<file path="src/rtl/nor_probe_pkg.sv">
package nor_probe_pkg;

  typedef enum logic [1:0] {
    FAM_NONE   = 2'd0,
    FAM_UNLOCK = 2'd1,
    FAM_STATUS = 2'd2
  } fam_e;

  typedef enum logic [3:0] {
    ST_IDLE,
    ST_UNL1,
    ST_UNL2,
    ST_IDCMD,
    ST_WAIT,
    ST_RMFR,
    ST_RDEV,
    ST_SORT,
    ST_AMFR,
    ST_ADEV,
    ST_EXIT
  } phase_e;

  localparam logic [7:0] CMD_UNL1        = 8'hAA;
  localparam logic [7:0] CMD_UNL2        = 8'h55;
  localparam logic [7:0] CMD_IDENT       = 8'h90;
  localparam logic [7:0] CMD_EXIT_UNLOCK = 8'hF0;
  localparam logic [7:0] CMD_EXIT_STATUS = 8'hFF;

  localparam int unsigned OFS_UNL1 = 'h555;
  localparam int unsigned OFS_UNL2 = 'h2AA;

endpackage

</file>
<file path="src/rtl/nor_bus_cycle.sv">
module nor_bus_cycle #(
  parameter int ADDR_W     = 23,
  parameter int DATA_W     = 16,
  parameter int STROBE_CYC = 3
) (
  input  logic              clk,
  input  logic              rst,
  input  logic              go,
  input  logic              is_wr,
  input  logic [ADDR_W-1:0] addr_in,
  input  logic [DATA_W-1:0] wdata_in,
  output logic              ack,
  output logic [DATA_W-1:0] rdata_q,
  output logic [ADDR_W-1:0] bus_addr,
  output logic [DATA_W-1:0] bus_wdata,
  output logic              bus_we,
  output logic              bus_re,
  input  logic [DATA_W-1:0] bus_rdata
);
  localparam int CNT_W = $clog2(STROBE_CYC + 1);

  logic [CNT_W-1:0] cnt;

  always_ff @(posedge clk) begin
    if (rst) begin
      ack       <= 1'b0;
      rdata_q   <= '0;
      bus_addr  <= '0;
      bus_wdata <= '0;
      bus_we    <= 1'b0;
      bus_re    <= 1'b0;
      cnt       <= '0;
    end else begin
      ack <= 1'b0;
      if (go) begin
        bus_addr  <= addr_in;
        bus_wdata <= is_wr ? wdata_in : '0;
        bus_we    <= is_wr;
        bus_re    <= !is_wr;
        cnt       <= CNT_W'(STROBE_CYC);
      end else if (bus_we || bus_re) begin
        if (cnt == CNT_W'(1)) begin
          bus_we <= 1'b0;
          bus_re <= 1'b0;
          ack    <= 1'b1;
          if (bus_re) rdata_q <= bus_rdata;
        end else begin
          cnt <= cnt - CNT_W'(1);
        end
      end
    end
  end
endmodule

</file>
<file path="src/rtl/nor_wait_timer.sv">
module nor_wait_timer #(
  parameter int WAIT_CYC = 20000
) (
  input  logic clk,
  input  logic rst,
  input  logic kick,
  output logic fin
);
  localparam int CNT_W = $clog2(WAIT_CYC + 1);

  logic [CNT_W-1:0] cnt;
  logic             armed;

  always_ff @(posedge clk) begin
    if (rst) begin
      cnt   <= '0;
      armed <= 1'b0;
      fin   <= 1'b0;
    end else begin
      fin <= 1'b0;
      if (kick) begin
        cnt   <= CNT_W'(WAIT_CYC - 1);
        armed <= 1'b1;
      end else if (armed) begin
        if (cnt == '0) begin
          fin   <= 1'b1;
          armed <= 1'b0;
        end else begin
          cnt <= cnt - CNT_W'(1);
        end
      end
    end
  end
endmodule

</file>
<file path="src/rtl/nor_id_classify.sv">
module nor_id_classify
  import nor_probe_pkg::*;
#(
  parameter int          DATA_W     = 16,
  parameter logic [7:0]  MFR_UNLOCK = 8'h01,
  parameter logic [7:0]  MFR_STATUS = 8'h89,
  parameter int unsigned DEV_CODE   = 'h0093
) (
  input  logic [7:0]        mfr,
  input  logic [DATA_W-1:0] dev,
  output fam_e              fam,
  output logic              known
);
  always_comb begin
    if (mfr == MFR_STATUS)      fam = FAM_STATUS;
    else if (mfr == MFR_UNLOCK) fam = FAM_UNLOCK;
    else                        fam = FAM_NONE;
    known = (fam != FAM_NONE) && (dev == DATA_W'(DEV_CODE));
  end
endmodule

</file>
<file path="src/rtl/nor_id_probe.sv">
module nor_id_probe
  import nor_probe_pkg::*;
#(
  parameter int          ADDR_W     = 23,
  parameter int          DATA_W     = 16,
  parameter int          CLK_HZ     = 200_000_000,
  parameter int          WAIT_US    = 100,
  parameter int          STROBE_CYC = 3,
  parameter int          ALIAS_BIT  = 22,
  parameter logic [7:0]  MFR_UNLOCK = 8'h01,
  parameter logic [7:0]  MFR_STATUS = 8'h89,
  parameter int unsigned DEV_CODE   = 'h0093,
  parameter int          SECT_CNT   = 128,
  parameter int          SECT_BYTES = 65536,
  localparam int         SEL_W      = $clog2(SECT_CNT),
  localparam int         CNT_W      = $clog2(SECT_CNT + 1)
) (
  input  logic              clk,
  input  logic              rst,
  input  logic              start,
  output logic              done,
  output logic [ADDR_W-1:0] fl_addr,
  output logic [DATA_W-1:0] fl_wdata,
  input  logic [DATA_W-1:0] fl_rdata,
  output logic              fl_we,
  output logic              fl_re,
  output logic              id_valid,
  output logic [1:0]        vendor_class,
  output logic [DATA_W-1:0] dev_code,
  output logic [31:0]       size_bytes,
  output logic [CNT_W-1:0]  sect_count,
  input  logic [SEL_W-1:0]  sect_sel,
  output logic [31:0]       sect_base
);
  localparam int WAIT_RAW   = (CLK_HZ / 1_000_000) * WAIT_US;
  localparam int WAIT_CYC   = (WAIT_RAW < 1) ? 1 : WAIT_RAW;
  localparam int SIZE_BYTES = SECT_CNT * SECT_BYTES;
  localparam logic [ADDR_W-1:0] ALIAS_OFS = ADDR_W'(1) << ALIAS_BIT;

  phase_e            state;
  logic              pend;
  logic [7:0]        mfr_q, amfr_q;
  logic [DATA_W-1:0] dev_q;
  logic              mirror_q;

  logic              go, is_wr, ack, wait_fin, known, on_bus;
  logic [ADDR_W-1:0] cyc_addr;
  logic [7:0]        cyc_cmd;
  logic [DATA_W-1:0] rd_q;
  fam_e              fam;

  nor_id_classify #(
    .DATA_W(DATA_W), .MFR_UNLOCK(MFR_UNLOCK),
    .MFR_STATUS(MFR_STATUS), .DEV_CODE(DEV_CODE)
  ) u_class (
    .mfr(mfr_q), .dev(dev_q), .fam(fam), .known(known)
  );

  // Cycle request decoded from the phase
  always_comb begin
    on_bus   = 1'b1;
    is_wr    = 1'b0;
    cyc_addr = '0;
    cyc_cmd  = '0;
    unique case (state)
      ST_UNL1:  begin is_wr = 1'b1; cyc_addr = ADDR_W'(OFS_UNL1); cyc_cmd = CMD_UNL1;  end
      ST_UNL2:  begin is_wr = 1'b1; cyc_addr = ADDR_W'(OFS_UNL2); cyc_cmd = CMD_UNL2;  end
      ST_IDCMD: begin is_wr = 1'b1; cyc_addr = ADDR_W'(OFS_UNL1); cyc_cmd = CMD_IDENT; end
      ST_RMFR:  cyc_addr = '0;
      ST_RDEV:  cyc_addr = ADDR_W'(1);
      ST_AMFR:  cyc_addr = ALIAS_OFS;
      ST_ADEV:  cyc_addr = ALIAS_OFS | ADDR_W'(1);
      ST_EXIT:  begin
        is_wr   = 1'b1;
        cyc_cmd = (fam == FAM_STATUS) ? CMD_EXIT_STATUS : CMD_EXIT_UNLOCK;
      end
      default:  on_bus = 1'b0;
    endcase
    go = on_bus && !pend;
  end

  nor_bus_cycle #(
    .ADDR_W(ADDR_W), .DATA_W(DATA_W), .STROBE_CYC(STROBE_CYC)
  ) u_bus (
    .clk(clk), .rst(rst), .go(go), .is_wr(is_wr),
    .addr_in(cyc_addr), .wdata_in(DATA_W'(cyc_cmd)),
    .ack(ack), .rdata_q(rd_q),
    .bus_addr(fl_addr), .bus_wdata(fl_wdata),
    .bus_we(fl_we), .bus_re(fl_re), .bus_rdata(fl_rdata)
  );

  nor_wait_timer #(.WAIT_CYC(WAIT_CYC)) u_wait (
    .clk(clk), .rst(rst), .kick(state == ST_IDCMD && ack), .fin(wait_fin)
  );

  always_ff @(posedge clk) begin
    if (rst) begin
      state        <= ST_IDLE;
      pend         <= 1'b0;
      mfr_q        <= '0;
      amfr_q       <= '0;
      dev_q        <= '0;
      mirror_q     <= 1'b0;
      done         <= 1'b0;
      id_valid     <= 1'b0;
      vendor_class <= FAM_NONE;
      dev_code     <= '0;
      size_bytes   <= '0;
      sect_count   <= '0;
    end else begin
      done <= 1'b0;
      if (go) pend <= 1'b1;
      if (ack) pend <= 1'b0;
      unique case (state)
        ST_IDLE: if (start) begin
          state        <= ST_UNL1;
          mirror_q     <= 1'b0;
          id_valid     <= 1'b0;
          vendor_class <= FAM_NONE;
          dev_code     <= '0;
          size_bytes   <= '0;
          sect_count   <= '0;
        end
        ST_UNL1:  if (ack) state <= ST_UNL2;
        ST_UNL2:  if (ack) state <= ST_IDCMD;
        ST_IDCMD: if (ack) state <= ST_WAIT;
        ST_WAIT:  if (wait_fin) state <= ST_RMFR;
        ST_RMFR:  if (ack) begin mfr_q <= rd_q[7:0]; state <= ST_RDEV; end
        ST_RDEV:  if (ack) begin dev_q <= rd_q;      state <= ST_SORT; end
        ST_SORT:  state <= known ? ST_AMFR : ST_EXIT;
        ST_AMFR:  if (ack) begin amfr_q <= rd_q[7:0]; state <= ST_ADEV; end
        ST_ADEV:  if (ack) begin
          mirror_q <= (amfr_q == mfr_q) && (rd_q == dev_q);
          state    <= ST_EXIT;
        end
        ST_EXIT:  if (ack) begin
          done         <= 1'b1;
          state        <= ST_IDLE;
          id_valid     <= known && !mirror_q;
          vendor_class <= (known && !mirror_q) ? fam : FAM_NONE;
          dev_code     <= dev_q;
          size_bytes   <= (known && !mirror_q) ? 32'(SIZE_BYTES) : '0;
          sect_count   <= (known && !mirror_q) ? CNT_W'(SECT_CNT) : '0;
        end
        default:  state <= ST_IDLE;
      endcase
    end
  end

  always_ff @(posedge clk) begin
    if (rst) sect_base <= '0;
    else if (id_valid && (32'(sect_sel) < 32'(SECT_CNT)))
      sect_base <= 32'(sect_sel) * 32'(SECT_BYTES);
    else sect_base <= '0;
  end
endmodule

</file>
<file path="config.mk">
export PLATFORM = sky130hd
export DESIGN_NAME = nor_id_probe
export DESIGN_NICKNAME = d
export VERILOG_FILES = /design/src/rtl/nor_probe_pkg.sv /design/src/rtl/nor_bus_cycle.sv /design/src/rtl/nor_wait_timer.sv /design/src/rtl/nor_id_classify.sv /design/src/rtl/nor_id_probe.sv
export SDC_FILE = /design/constraint.sdc
export NUM_CORES = 1
export LEC_CHECK = 0
export CELL_PAD_IN_SITES_DETAIL_PLACEMENT = 1
export CELL_PAD_IN_SITES_GLOBAL_PLACEMENT = 1
export CORE_MARGIN = 1.5
export CORE_UTILIZATION = 33
export CTS_BUF_LIST = sky130_fd_sc_hd__clkbuf_4 sky130_fd_sc_hd__clkbuf_8
export DETAILED_ROUTE_END_ITERATION = 8
export PLACE_DENSITY = 0.77
export SLEW_MARGIN = 20
export SYNTH_ARGS = -nofsm -noshare
export SYNTH_HDL_FRONTEND = slang
export SYNTH_SLANG_ARGS = --single-unit
export TNS_END_PERCENT = 50
</file>
<file path="constraint.sdc">
create_clock -name clk -period 1.72 [get_ports clk]
set_input_delay 0.516 -clock clk [delete_from_list [all_inputs] [get_ports clk]]
set_output_delay 0.516 -clock clk [all_outputs]
set_load 0.005 [all_outputs]
</file>
==> results of run 1 <==
-- per-layer routing --
metal | track usage [%] | routed length (µm)
met5 | 0 | 0
met4 | 8.77 | 376
met1 | 20.7 | 6550
met2 | 29.8 | 7420
met3 | 3.90 | 697
-- cell families after synthesis --
logic type,count (synthesis)
flip-flops,113
AO/OA/AOI/OAI,116
buffers and inverters,132
adder cells (fa/ha/maj),3
XOR/XNOR,39
other,1
AND/OR/NAND/NOR,201
multiplexers,18
-- path summary, 6_finish.rpt --
path                                     end  depth (start not counted)                             from  slack, ps
max             vendor_class[0]$_SDFFE_PP0P_                          7                            start        -60
max reg2reg    u_bus.rdata_q[6]$_SDFFE_PP0P_                          7            state[0]$_SDFFE_PP0P_        -10
min          u_bus.bus_wdata[6]$_SDFFE_PP0P_                          2  u_bus.bus_wdata[6]$_SDFFE_PP0P_        460
min reg2reg  u_bus.bus_wdata[6]$_SDFFE_PP0P_                          2  u_bus.bus_wdata[6]$_SDFFE_PP0P_        460
-- registers in the layout, indices dropped and copies added, names as in the netlist, 2 cells and up --
name	cells
amfr_q	8
dev_code	16
dev_q	16
mfr_q	8
sect_base	7
state	4
u_bus.bus_addr	4
u_bus.bus_wdata	6
u_bus.cnt	2
u_bus.rdata_q	16
u_wait.cnt	15
vendor_class	2
-- power breakdown --
group / total, mW / switching, mW / internal [mW]
logic: 1.81 / 0.929 / 0.877
registers: 3.01 / 0.207 / 2.80
clock network: 2.41 / 1.10 / 1.31
-- cells in the final DEF, fill, tap and decap left out, types with 21 or more instances in the layout --
cell,instances
sky130_fd_sc_hd__nor2_1,49
sky130_fd_sc_hd__dfxtp_1,89
sky130_fd_sc_hd__dlygate4sd2_1,46
sky130_fd_sc_hd__nand2_1,67
sky130_fd_sc_hd__o21ai_0,22
sky130_fd_sc_hd__clkdlybuf4s50_1,24
sky130_fd_sc_hd__a21oi_1,50
sky130_fd_sc_hd__buf_4,74
sky130_fd_sc_hd__conb_1,82
sky130_fd_sc_hd__xnor2_1,21
-- through the flow --
stage | instances | hold slack (ps) | power (mW) | setup slack (ps)
5_1_grt | 979 | 481 | 7.61 | -146
6_report | 979 | 457 | 7.22 | -63.5
2_1_floorplan | 704 | 443 | 4.08 | 51.2
3_5_place_dp | 937 | 458 | 4.72 | -786
3_3_place_gp | 937 | 455 | 4.64 | -703
4_1_cts | 973 | 438 | 7.14 | -43.9
-- what timing repair did --
item | in CTS | in global routing
setup endpoints to repair | 94 | 52
endpoints found under the hold margin | 0 | 0
pin swaps | 5 | 8
gates resized for setup | 85 | 26
buffers inserted | 5 | 6
-- cell type report --
class                      count  area, µm²
clock inverter                11        116
tap                          216        270
fill                        1955       8980
timing repair buffer         153       1310
clock buffer                  20        256
sequential                   113       2300
multi-input combinational    459       2730
inverter                       7       26.3
-- tightest hold or removal path: stages (launching register included) --
cell and delay [ps]:
sky130_fd_sc_hd__dfxtp_1 310, sky130_fd_sc_hd__nand2_1 50, sky130_fd_sc_hd__a21oi_1 50
==> results.json, run 1 <==
{
  "outcome": "finished with violations",
  "failed_checks": "setup timing",
  "dieWidth_um": 132,
  "synth.top_cells.by_area": "sky130_fd_sc_hd__dfxtp_1 42%, sky130_fd_sc_hd__buf_4 13%, sky130_fd_sc_hd__a21oi_1 4.9%",
  "grt_pass1_wl_um": 24400,
  "synth_seq_cells": 113,
  "dr_total_vias": 4658,
  "synthMuxAreaShare_pct": 3.31,
  "grtUsageTotal_pct": 17.5,
  "timing.critical_path.slowest_stage_cell": "sky130_fd_sc_hd__clkdlybuf4s50_1",
  "slew_worst_pin_ps": 515,
  "synthesis.area_um2": 5450,
  "ys_seq_area_share_pct": 41.5,
  "fin_crit_sh_pct": 104,
  "grt_setup_unrepaired": "true",
  "compound_cell_area_share_of_the_yosys_netlist_pct": 13.3,
  "h-tree-depth": 4,
  "die-area_um2": 17300,
  "critPathTopFamily": "buffers and inverters",
  "synth.top_cells.by_count": "113 x sky130_fd_sc_hd__dfxtp_1, 95 x sky130_fd_sc_hd__buf_4, 69 x sky130_fd_sc_hd__nand2_1",
  "ant_nets": 0,
  "die-height_um": 132,
  "gp_congestion": 0.862,
  "drt_pre_antenna_iters": 4,
  "synth-adder-area-share_pct": 0.689,
  "syn-mean-instance-area_um2": 8.75,
  "cts_root_buf": "sky130_fd_sc_hd__clkbuf_8",
  "antenna_found_initial": 0,
  "grt_pass1_vias": 4816,
  "route.final.wire_length_um": 15000,
  "crit_path_kind": "in -> reg",
  "grt_start_max_net_pins": 50,
  "power_per_cell_area_nw_per_um2": 1030,
  "worst_slew_margin_relative_to_its_limit_pct": 65.7,
  "final-setup-viol-count": 5,
  "netlist.top_cell.by_area": "sky130_fd_sc_hd__dfxtp_1",
  "area.growth.synth_to_final_pct": 28.8,
  "finish.instance_area_um2": 7020,
  "cts_sinks": 113,
  "vias_per_cell": 4.76,
  "post_cts_hold_fix_bufs": 0,
  "portBuffers": 76,
  "timing.final.ws_setup_ps": -63.5,
  "edff_count_synth": 0,
  "routedWlPerCell_um": 15.4,
  "class_of_the_tightest_hold_or_removal_check": "reg -> reg",
  "worstPathArrival_ps": 2170,
  "placed_area_um2": 6450,
  "synth_simple_gate_area_share_pct": 18.6,
  "sum_of_buffers_and_inverters_on_the_critical_path": 2,
  "tritoncts_clock_tree": "done",
  "cap_violations": 0,
  "path_cells": "clkdlybuf4s50_1, nor3b_1, o21ai_1, buf_4, nor3_4, nor3b_4, a32o_2",
  "maxSlewViolCount": 0,
  "cpPeakStageDelay_ps": 480,
  "ir_drop_mv": 0.403,
  "rows": 46,
  "utilization_pct": 43.9,
  "start_kind": "input pin",
  "synth_top_family_by_area": "simple AND/OR/NAND/NOR gates",
  "synthFlopType": "sky130_fd_sc_hd__dfxtp_1",
  "antenna-diode-count": 0,
  "ioPinCount": 159,
  "leakage_nw": 3.17,
  "finalWorstPathRequiredPeriod_ps": 1780,
  "netlist-cell-type-count": 55,
  "synth-xor-area-share_pct": 6.27,
  "critPathCaptureType": "flop",
  "fmax_mhz": 561,
  "ctsLongestPathBuffers": 2,
  "finalHoldViolations": 0,
  "drive_above_1_share_pct": 21.1,
  "worst-endpoint-required_ps": 2100,
  "synthMostInstantiatedCell": "sky130_fd_sc_hd__dfxtp_1",
  "fin_nets": 780,
  "start_util_pct": 34.1,
  "synth_async_sr_flop_share_pct": 0,
  "core_area_um2": 16000,
  "post_synth_top_area_share_pct": 41.5,
  "yosysWarnings": 0,
  "hpwl_detailed_um": 10900,
  "final.setup.tns_ps": -134,
  "drcViolationCount": 0,
  "synthCells": 623,
  "worst-path-max-fanout": 3,
  "worst_skew_pair.late_latency_ps": 450,
  "numCtsBuffers": 17,
  "clock_pin_slew_reported_for_the_worst_setup_and_hold_paths_after_clock_tree_synthesis_ps": 60,
  "dr.first_iter.drc_count": 284,
  "grt_overflow": 0,
  "clock-skew-final_ps": 10.3
}
Power figures use the tool's default switching activity.
==> run 2, diff against run 1 <==
CORE_UTILIZATION = 36   (was 33)
PLACE_DENSITY = 0.8   (was 0.77)
clock period = 1.65 ns   (was 1.72 ns; I/O delays follow)
==> run 2 against run 1 <==
The run ends with DRC, setup timing left. Total power up 16%. Via count increased by 9.1%. Clock skew hardly changed. Worst setup slack got worse by 100 ps. Cell area is 5.8% higher. Clock-buffer cell count increased by 1. Sequential power is 4% higher. Global-route usage is 3.4 points higher. Non-clock buffer count rose by 19. Register-to-register slack got worse by 160 ps. Critical endpoint unchanged.
==> results.json, run 2 (synthesis results as in run 1) <==
{
  "outcome": "finished with violations",
  "failed_checks": "DRC, setup timing",
  "clock_pin_slew_reported_for_the_worst_setup_and_hold_paths_after_clock_tree_synthesis_ps": 70,
  "final-setup-viol-count": 48,
  "post_cts_hold_fix_bufs": 0,
  "grt_pass1_vias": 4999,
  "maxSlewViolCount": 0,
  "drcViolationCount": 10,
  "grt_setup_unrepaired": "true",
  "vias_per_cell": 5.26,
  "hpwl_detailed_um": 11000,
  "ioPinCount": 159,
  "finalHoldViolations": 0,
  "h-tree-depth": 4,
  "ir_drop_mv": 0.646,
  "fin_nets": 799,
  "tritoncts_clock_tree": "done",
  "worstPathArrival_ps": 2190,
  "grt_start_max_net_pins": 50,
  "die-area_um2": 15900,
  "finish.instance_area_um2": 7430,
  "power_per_cell_area_nw_per_um2": 1130,
  "placed_area_um2": 6470,
  "routedWlPerCell_um": 19.9,
  "p_int_mw": 5.81,
  "grt_overflow": 0,
  "cts_root_buf": "sky130_fd_sc_hd__clkbuf_8",
  "critPathCaptureType": "flop",
  "cap_violations": 0,
  "area.growth.synth_to_final_pct": 36.3,
  "fin_crit_sh_pct": 110,
  "antenna_found_initial": 0,
  "start_util_pct": 37.2,
  "route.final.wire_length_um": 19300,
  "fmax_mhz": 550,
  "grtUsageTotal_pct": 20.9,
  "power.switching_fraction_pct": 30.5,
  "clock-skew-final_ps": 10.4,
  "total_power_mw": 8.36,
  "layout.filler_cells": 1703,
  "power.share.clock_pct": 35.1,
  "dr.first_iter.drc_count": 432,
  "ant_nets": 0,
  "leakage_nw": 3.38,
  "crit_path_kind": "reg -> reg",
  "finalWorstPathRequiredPeriod_ps": 1820,
  "die-height_um": 126,
  "timing.final.ws_setup_ps": -168,
  "worst_skew_pair.late_latency_ps": 440,
  "p_comb_share_pct": 27.3,
  "drt_pre_antenna_iters": 9,
  "worst-path-max-fanout": 8,
  "core_area_um2": 14600,
  "gp_congestion": 0.877,
  "numCtsBuffers": 17,
  "dieWidth_um": 126,
  "netSwitchingPower_mw": 2.55,
  "layout_top_registers": "dev_code: 16 flops, dev_q: 16 flops, u_bus.rdata_q: 16 flops",
  "start_kind": "flop",
  "antenna-diode-count": 0,
  "seq_power_share_pct": 37.5,
  "layout.cells.most_common": "sky130_fd_sc_hd__dfxtp_1",
  "worst_slew_margin_relative_to_its_limit_pct": 61.5,
  "dr_total_vias": 5081,
  "class_of_the_tightest_hold_or_removal_check": "reg -> reg",
  "mostFrequentLayoutCells": "84 x sky130_fd_sc_hd__dfxtp_1, 82 x sky130_fd_sc_hd__conb_1, 81 x sky130_fd_sc_hd__buf_4",
  "rows": 44,
  "cts_sinks": 113,
  "register_area_um2": 2310,
  "slack_of_the_worst_reg_to_reg_path_ps": -170,
  "ctsLongestPathBuffers": 2,
  "drive_above_1_share_pct": 28.6,
  "grt_pass1_wl_um": 26100,
  "worst-endpoint-required_ps": 2030,
  "multi_input_comb_area_um2": 2910,
  "slew_worst_pin_ps": 577,
  "portBuffers": 76
}
## run 2: cell count changes in the layout (fill, tap and decap cells not counted), sizes merged
cell,change
clkbuf,+6
buf,+18
clkdlybuf4s15,-5
bufinv,+2
dlymetal6s2s,+1
clkinv,-3
## run 2: layout make-up
type	instances	area share [%]
inverters	7	0.354
repair buffers	172	20.3
well taps	184	3.10
multi-input cells	459	39.2
flip-flops and latches	113	31.1
clock buffers	21	3.81
clock inverters	10	2.12
## run 2: worst paths after layout
| path | startpoint | end | cells past startpoint |
|---|---|---|---|
| worst max-delay path | state[1]$_SDFFE_PP0P_ | vendor_class[0]$_SDFFE_PP0P_ | 8 |
| worst max register to register | state[1]$_SDFFE_PP0P_ | vendor_class[0]$_SDFFE_PP0P_ | 8 |
| worst min-delay path | u_bus.bus_wdata[2]$_SDFFE_PP0P_ | u_bus.bus_wdata[2]$_SDFFE_PP0P_ | 2 |
| worst min register to register | u_bus.bus_wdata[2]$_SDFFE_PP0P_ | u_bus.bus_wdata[2]$_SDFFE_PP0P_ | 2 |
## run 2: metrics by stage
stage               hold WS, ps  setup slack (ps)  util, %  cells  setup TNS (ps)
detailed placement          465              -856     44.2    912          -17910
finish                      463              -168     50.7    966           -3450
floorplan                   443             -16.1        -    704           -22.4
global placement            454              -730     44.2    912          -14970
CTS                         470              -120     48.4    956            -330
global route                480              -214     50.7    966           -6220
## run 2: power groups by stage
| stage | logic [mW] | clock network, mW | registers [mW] |
|---|---|---|---|
| CTS | 1.91 | 2.92 | 3.12 |
| global route | 2.44 | 3.08 | 3.16 |
| detailed placement | 1.78 | 0 | 3.15 |
| finish | 2.29 | 2.94 | 3.14 |
| floorplan | 1.19 | 0 | 3.07 |
| global placement | 1.70 | 0 | 3.14 |
## run 2: critical path, stage by stage, from the launching register on
cell	delay, ps
sky130_fd_sc_hd__dfxtp_4	380
sky130_fd_sc_hd__buf_4	140
sky130_fd_sc_hd__buf_4	130
sky130_fd_sc_hd__nor3b_2	200
sky130_fd_sc_hd__o21ai_2	100
sky130_fd_sc_hd__buf_6	130
sky130_fd_sc_hd__nor3_4	160
sky130_fd_sc_hd__nor3b_4	290
sky130_fd_sc_hd__a32o_1	200
## run 2: timing repair
item                                    in CTS  in global routing
endpoints found under the setup margin     108                 76
pin swaps                                    9                 59
resized for setup                          105                 70
buffers inserted                            13                 12
gates cloned                                 0                  1
## run 2: routing by layer
metal | GRT usage [%] | share of wire [%] | vias up
li1 | - | - | 2251
met1 | 24.2 | 40 | 2525
met2 | 37.8 | 52 | 257
met3 | 5.31 | 5.8 | 48
met4 | 6.42 | 2.9 | 0
met5 | 0 | 0 | -
